[config.mk]
export PLATFORM = sky130hd
export DESIGN_NAME = gpio_port_ah
export DESIGN_NICKNAME = d
export VERILOG_FILES = /design/src/rtl/gpio_port_ah_pkg.sv /design/src/rtl/gpio_port_ah_cfg.sv /design/src/rtl/gpio_port_ah_latch.sv /design/src/rtl/gpio_port_ah_pins.sv /design/src/rtl/gpio_port_ah.sv
export SDC_FILE = /design/constraint.sdc
export NUM_CORES = 1
export LEC_CHECK = 0
export ABC_AREA = 1
export BUFFER_PORTS_ARGS = -buffer_cell sky130_fd_sc_hd__buf_2
export CAP_MARGIN = 0
export CORE_MARGIN = 2
export CORE_UTILIZATION = 45
export DETAILED_ROUTE_END_ITERATION = 10
export PLACE_DENSITY = 0.83
export SLEW_MARGIN = 15
export SYNTH_ARGS = -nofsm -noshare
export SYNTH_HDL_FRONTEND = slang
export SYNTH_SLANG_ARGS = --single-unit
[constraint.sdc]
create_clock -name clk -period 2.53 [get_ports clk]
set_clock_uncertainty 0.1 [all_clocks]
set_input_delay 0.1265 -clock clk [delete_from_list [all_inputs] [get_ports clk]]
set_output_delay 0.1265 -clock clk [all_outputs]
set_load 0.02 [all_outputs]
[src/rtl/gpio_port_ah_pkg.sv]
package gpio_port_ah_pkg;
   localparam int SEL_W = 2;
   typedef enum logic [SEL_W-1:0] {
      SEL_DATA = 2'd0,
      SEL_DIR  = 2'd1,
      SEL_PUO  = 2'd2,
      SEL_NONE = 2'd3
   } reg_sel_e;
endpackage

[src/rtl/gpio_port_ah_cfg.sv]
module gpio_port_ah_cfg
   import gpio_port_ah_pkg::*;
#(
   parameter int WIDTH = 8
) (
   input  logic             clk,
   input  logic             rst_n,
   input  logic             wr,
   input  reg_sel_e         sel,
   input  logic [WIDTH-1:0] wdata,
   output logic [WIDTH-1:0] dir_q,
   output logic             pu_q
);
   localparam logic [WIDTH-1:0] ALL_IN = {WIDTH{1'b1}};

   logic dir_we;
   logic pu_we;

   assign dir_we = wr && (sel == SEL_DIR);
   assign pu_we  = wr && (sel == SEL_PUO);

   always_ff @(posedge clk) begin
      if (!rst_n) begin
         dir_q <= ALL_IN;
         pu_q  <= 1'b0;
      end else begin
         if (dir_we) dir_q <= wdata;
         if (pu_we)  pu_q  <= wdata[0];
      end
   end

   AST_DIR_LOAD: assert property (@(posedge clk) disable iff (!rst_n)
      (wr && sel == SEL_DIR) |=> (dir_q == $past(wdata)));
   AST_DIR_HOLD: assert property (@(posedge clk) disable iff (!rst_n)
      !(wr && sel == SEL_DIR) |=> $stable(dir_q));
   AST_PU_HOLD: assert property (@(posedge clk) disable iff (!rst_n)
      !(wr && sel == SEL_PUO) |=> $stable(pu_q));
endmodule

[src/rtl/gpio_port_ah_latch.sv]
module gpio_port_ah_latch #(
   parameter int WIDTH = 8
) (
   input  logic             clk,
   input  logic             rst_n,
   input  logic             we,
   input  logic [WIDTH-1:0] wdata,
   output logic [WIDTH-1:0] latch_q
);
   always_ff @(posedge clk) begin
      if (we) latch_q <= wdata;
   end

   AST_LATCH_LOAD: assert property (@(posedge clk) disable iff (!rst_n)
      we |=> (latch_q == $past(wdata)));
endmodule

[src/rtl/gpio_port_ah_pins.sv]
module gpio_port_ah_pins #(
   parameter int WIDTH = 8
) (
   input  logic             clk,
   input  logic             rst_n,
   input  logic [WIDTH-1:0] dir_q,
   input  logic [WIDTH-1:0] latch_q,
   input  logic             pu_q,
   input  logic             exp_en,
   input  logic [WIDTH-1:0] addr_hi,
   input  logic [WIDTH-1:0] pin_in,
   output logic [WIDTH-1:0] pin_oe,
   output logic [WIDTH-1:0] pin_out,
   output logic [WIDTH-1:0] pin_pu,
   output logic [WIDTH-1:0] port_view
);
   localparam logic [WIDTH-1:0] ONES = {WIDTH{1'b1}};

   for (genvar i = 0; i < WIDTH; i++) begin : g_pin
      logic is_in;
      assign is_in        = dir_q[i];
      assign pin_oe[i]    = exp_en | ~is_in;
      assign pin_out[i]   = exp_en ? addr_hi[i] : latch_q[i];
      assign pin_pu[i]    = pu_q & is_in & ~exp_en;
      assign port_view[i] = exp_en ? addr_hi[i] : (is_in ? pin_in[i] : latch_q[i]);
   end

   AST_EXP_OVERRIDE: assert property (@(posedge clk) disable iff (!rst_n)
      exp_en |-> (pin_oe == ONES && pin_out == addr_hi));
   AST_PU_NOT_DRIVEN: assert property (@(posedge clk) disable iff (!rst_n)
      (pin_pu & pin_oe) == '0);
endmodule

[src/rtl/gpio_port_ah.sv]
module gpio_port_ah
   import gpio_port_ah_pkg::*;
#(
   parameter int WIDTH = 8
) (
   input  logic             clk,
   input  logic             rst_n,
   input  logic             bus_wr,
   input  logic             bus_rd,
   input  logic [1:0]       bus_sel,
   input  logic [WIDTH-1:0] bus_wdata,
   output logic [WIDTH-1:0] bus_rdata,
   input  logic [WIDTH-1:0] addr_hi,
   input  logic             exp_en,
   input  logic [WIDTH-1:0] pin_in,
   output logic [WIDTH-1:0] pin_oe,
   output logic [WIDTH-1:0] pin_out,
   output logic [WIDTH-1:0] pin_pu
);
   localparam logic [WIDTH-1:0] ONES = {WIDTH{1'b1}};

   if (WIDTH < 1 || WIDTH > 32) begin : g_bad_width
      $error("gpio_port_ah: WIDTH out of range");
   end

   reg_sel_e         sel;
   logic [WIDTH-1:0] dir_q;
   logic [WIDTH-1:0] latch_q;
   logic [WIDTH-1:0] port_view;
   logic             pu_q;

   assign sel = reg_sel_e'(bus_sel);

   gpio_port_ah_cfg #(.WIDTH(WIDTH)) u_cfg (
      .clk(clk), .rst_n(rst_n), .wr(bus_wr), .sel(sel),
      .wdata(bus_wdata), .dir_q(dir_q), .pu_q(pu_q)
   );

   gpio_port_ah_latch #(.WIDTH(WIDTH)) u_latch (
      .clk(clk), .rst_n(rst_n), .we(bus_wr && sel == SEL_DATA),
      .wdata(bus_wdata), .latch_q(latch_q)
   );

   gpio_port_ah_pins #(.WIDTH(WIDTH)) u_pins (
      .clk(clk), .rst_n(rst_n), .dir_q(dir_q), .latch_q(latch_q),
      .pu_q(pu_q), .exp_en(exp_en), .addr_hi(addr_hi), .pin_in(pin_in),
      .pin_oe(pin_oe), .pin_out(pin_out), .pin_pu(pin_pu),
      .port_view(port_view)
   );

   always_comb begin
      bus_rdata = '0;
      if (bus_rd) begin
         unique case (sel)
            SEL_DATA: bus_rdata = port_view;
            SEL_DIR:  bus_rdata = ONES;
            SEL_PUO:  bus_rdata = {{(WIDTH-1){1'b0}}, pu_q};
            SEL_NONE: bus_rdata = '0;
         endcase
      end
   end

   AST_RD_IDLE_ZERO: assert property (@(posedge clk) disable iff (!rst_n)
      !bus_rd |-> (bus_rdata == '0));
   AST_DIR_READ_ONES: assert property (@(posedge clk) disable iff (!rst_n)
      (bus_rd && bus_sel == 2'd1) |-> (bus_rdata == ONES));
   AST_EXP_READ_ADDR: assert property (@(posedge clk) disable iff (!rst_n)
      (bus_rd && bus_sel == 2'd0 && exp_en) |-> (bus_rdata == addr_hi));
endmodule

-- Yosys cells after proc, flatten, opt, wreduce, memory -nomap -nowiden
Index checks and enable logic that the tools add are counted.
- $add $sub $neg: 0
- divide/modulo/power cells: 0
- multipliers: 0
- $lt $le $gt $ge: 0
- shifts and indexed selects: 0
- mux-type cells: 26
- bitwise logic cells: 33
- eq/ne operators: 3
- reduce and logical (&&, ||, !) cells: 4
- operators by type and width (operator ; count):
    $pmux W8 S4 ; 1
    $mux W1 ; 24
    $and A1 B1 Y1 ; 16
    $not A1 Y1 ; 9
    $mux W8 ; 1
    $or A1 B1 Y1 ; 8
    $eq A2 B2 Y1 const B ; 2
    $logic_and A1 B1 Y1 ; 3
    $eq A2 B1 Y1 const B ; 1
    $logic_not A2 Y1 ; 1
- flip-flop bits (word level): 17
- output and inout bits: 32
- memories kept: 0
- memory bits (writable): 0
- memory bits (read-only): 0
- logic and storage cells: 69
- latch bits: 0
- input port bits: 31

-- Logic depth before layout (Yosys ltp)
- word-level depth: 4
- depth in mapped cells: 6
- depth with buffers taken out: 5

-- Modules after synthesis
A second synthesis with hierarchy kept.
- cell total of the unflattened synthesis: 171
- area, all modules: 1156.1 µm²
- by module, submodules not included (module ; times used ; sequential area each (µm²) ; area each (µm²) ; cells an instance):
    gpio_port_ah_pins ; 1 ; 0.0 ; 414.1 ; 93
    gpio_port_ah_cfg ; 1 ; 180.2 ; 390.4 ; 45
    gpio_port_ah_latch ; 1 ; 240.2 ; 240.2 ; 8
    gpio_port_ah ; 1 ; 0.0 ; 111.4 ; 25

-- Worst setup path before layout
Ideal clock, no wire load.
- path type: input-to-reg
- start: input port bus_sel[0]
- end: register u_latch.latch_q[0] (enable)
- arrival time: 718 ps
- data required time: 2059 ps
- path buffers: 1
- setup time: 371 ps
- stages on the path: 4
- path slack: 1341 ps
- cells stage by stage: buf_6 inv_2 nand2_1 nor2_1
- cells in the longest elaborated chain, start to end: 2
- RTL lines (element ; line ; source):
    from (decl) ; gpio_port_ah.sv:10 ; input logic [1:0] bus_sel,
    $logic_not A2 Y1 ; gpio_port_ah.sv:40 ; .clk(clk), .rst_n(rst_n), .we(bus_wr && sel == SEL_DATA),
    $logic_and A1 B1 Y1 ; gpio_port_ah.sv:40 ;
    named net u_latch.we ; gpio_port_ah_latch.sv:6 ; input logic we,
    to (signal assigned) ; gpio_port_ah_latch.sv:11 ; if (we) latch_q <= wdata;
    to (decl) ; gpio_port_ah_latch.sv:8 ; output logic [WIDTH-1:0] latch_q
The timed path passes the listed nets, and every way through them passes these cells.
A chain may end at the register's enable or synchronous reset.

-- Worst setup path in the final report
- start: register u_cfg.pu_q
- end: output port pin_pu[0]
- cells in the longest elaborated chain, start to end: 2
- RTL lines (element ; line ; source):
    from (decl) ; gpio_port_ah_cfg.sv:12 ; output logic pu_q
    from (signal assigned) ; gpio_port_ah_cfg.sv:28 ; if (pu_we) pu_q <= wdata[0];
    $and A1 B1 Y1 (2 in a row) ; gpio_port_ah_pins.sv:24 ; assign pin_pu[i] = pu_q & is_in & ~exp_en;
    to (decl) ; gpio_port_ah.sv:18 ; output logic [WIDTH-1:0] pin_pu
No other way between the ends.

==> metrics <==
Max Cap Viol 0; max frequency between 600 and 700 MHz; Die ar. roughly 0.0027 mm²; Post-DP Area ~0.0013 mm²; Tmin final ~1.5 ns; Synth Area in Compound Gates roughly 7.2%; I/O Pins between 60 and 70; Tot GR Track Use 20.0%; Power Density ~440 mW/mm²; Seq cells post-synth 17; Synth Instances 160; Most used DFF post-synth dfxtp_1; clk_lat worst skew slightly below 0.3 ns; synth top area cells nand2_1 29%, edfxtp_1 23%, dfxtp_1 17%, a21oi_1 7.2%, nand3_1 5.3%; Synthesized Nets 191; first-pass GRT wire length between 4 and 5 mm; critical path cell sequence clkinv_1 > nor2_1 > buf_2; Core Box Area approximately 0.0022 mm²; Post-synth EDFFs 8; final RePlAce weighted congestion ~0.83; via count between 1000 and 1500; Yosys top cell area share 29.4%; worst ir drop on vdd just under 0.3 mV; layout cell share with drive strength beyond 1 between 30% and 40%; WP data required around 2.3 ns; Post-Synth XOR/XNOR Area 0%; final core utilization between 60% and 70%; Hold Path Class in2reg; Synth Area in Simple Gates around two fifths; Vias per Instance around 4.5; crit path kind reg2out; switch share a little under a third; Starting Density a little under half; Final Net Count roughly 260; NetSw about 200 µW; fill count 220; global route overflow 0; sequential area share after synthesis about 40%; router iterations before antenna repair 4; Syn-to-layout area delta 38.7%; period utilization between 50 and 60%; top-count cell post-synth nand2_1; total CTS buffers 3; Post-route DRC 0; Internal 435 µW; Fin Setup TNS 0 ns; Ys Warns 0; initial antenna violation count 0; critical path launch point type flop; internal reg-to-reg setup slack roughly 1.5 ns; fin area approximately 0.0015 mm²; Least-Margin Pin Slew slightly below 0.6 ns; Die Wd 52.2 µm; clock root cell clkbuf_4; post-synthesis mux area share 0%; relative slew slack about three fifths; Leakage Power approximately 0.88 nW; largest net degree at the start of global routing 24; DR WL/cell 10.2 µm; Post-Synth Adder-Cell Area 0%; site row count 17; placed wire-length estimate approximately 2.1 mm; CP endpoint kind output port; status finished, final reports clean; CTS max path bufs 2; CP Data Arrival Time approximately 1.3 ns; synthesized area ~0.0010 mm²; largest family of logic cells by synthesized area simple AND/OR/NAND/NOR gates; antenna viol nets, final 0; H-tree levels 1; asr flop ratio synth 0%; commonest cells in the netlist 82 x nand2_1, 15 x a21oi_1, 11 x nand3_1, 11 x nor2_1, 10 x inv_1; CTS tree built; port bufs 62; Post-CTS Setup Repair Bufs 0; synth unique cells 15; combinational power share 29.5%; CTS clk-pin slew, worst paths approximately 0.080 ns; setup violators final 0; CP max stage delay roughly 0.34 ns; syn_area_per_cell 6.55 µm²; vias in the first global route 932; Die Ht 52.2 µm; initial detailed-routing violation count 29; slowest cell on the critical path dfxtp_1; post-synth top area cell nand2_1; Slew Viols, Final 0; RSZ-0062 raised after global routing no; sequential power share between 40 and 50%; Clock power frac 21.6%; clock sink count 17; critical-path maximum fanout 9; post_cts resized 0; Hold Violations, Final 0; # diodes 0; Total Wirelength 2.63 mm
-- what timing repair did --
item,in CTS,in global routing
endpoints found under the hold margin,17,0
setup endpoints to repair,0,0
hold buffers,9,0
-- kinds of logic after synthesis --
| kind of cell | Yosys count |
|---|---|
| AOI/OAI and AO/OA | 15 |
| DFF | 17 |
| buffers and inverters | 21 |
| and+or+nand+nor | 107 |
-- power by group through the flow --
stage | combinational, mW | sequential, mW | clock, mW
after floorplan | 0.119 | 0.316 | 0
after global placement | 0.177 | 0.318 | 0
after detailed placement | 0.178 | 0.318 | 0
after CTS | 0.189 | 0.312 | 0.142
after global routing | 0.207 | 0.314 | 0.156
final | 0.189 | 0.312 | 0.138
-- stage by stage --
step                worst slack [ns]  std cells  total power [mW]  hold WS, ns
floorplan                       1.34        160             0.434        0.125
global placement                1.19        244             0.495        0.229
detailed placement              1.17        244             0.497        0.227
CTS                             1.02        257             0.643        0.118
global route                   0.941        257             0.678        0.121
finish                          1.03        257             0.639        0.121
-- final cells by class --
type | instances | area [µm²] | share of cell area, %
clock buffers | 4 | 26.3 | 1.81
multi-input cells | 122 | 509 | 35.1
repair buffers | 71 | 400 | 27.6
flip-flops and latches | 17 | 420 | 28.9
well taps | 28 | 35.0 | 2.41
inverters | 15 | 61.3 | 4.22
-- placed cells by master, fill, tap and decap left out, drive strengths merged --
master / synthesis / routed
dfxtp: 9 / 9
edfxtp: 8 / 8
nor2: 11 / 11
nand3: 12 / 12
inv: 14 / 14
clkinv: 1 / 1
dlygate4sd3: 0 / 9
nand2: 84 / 84
clkbuf: 1 / 4
a21oi: 15 / 15
buf: 5 / 62
-- path summary, 6_finish.rpt --
check / start / to / depth (start not counted)
min reg2reg: u_cfg.dir_q[5] / u_cfg.dir_q[5] / 2
max reg2reg: u_cfg.pu_q / u_cfg.pu_q / 4
min: bus_sel[1] / u_cfg.pu_q / 4
max: u_cfg.pu_q / pin_pu[0] / 3
-- sequential cells by signal (all words and copies together), names as in the netlist --
| signal | flops |
|---|---|
| u_cfg.pu_q | 1 |
| u_cfg.dir_q | 8 |
| u_latch.latch_q | 8 |
-- per-layer routing --
metal  routed length, µm  track usage (%)  share of wire (%)  vias to the layer above
li1                    -                -                  -                      635
met1                1180             27.5                 45                      486
met2                1250             31.9                 48                       39
met3                 153             1.71                5.8                        5
met4                  45             9.40                1.7                        0
met5                   0                0                  0                        -
-- critical path: cells and delay by family, from the launching register on --
kind,cells,cell delay (ns)
and+or+nand+nor,1,0.19
buffers and inverters,2,0.44
DFF,1,0.34
Note: power is estimated with default switching activity, not from simulation.
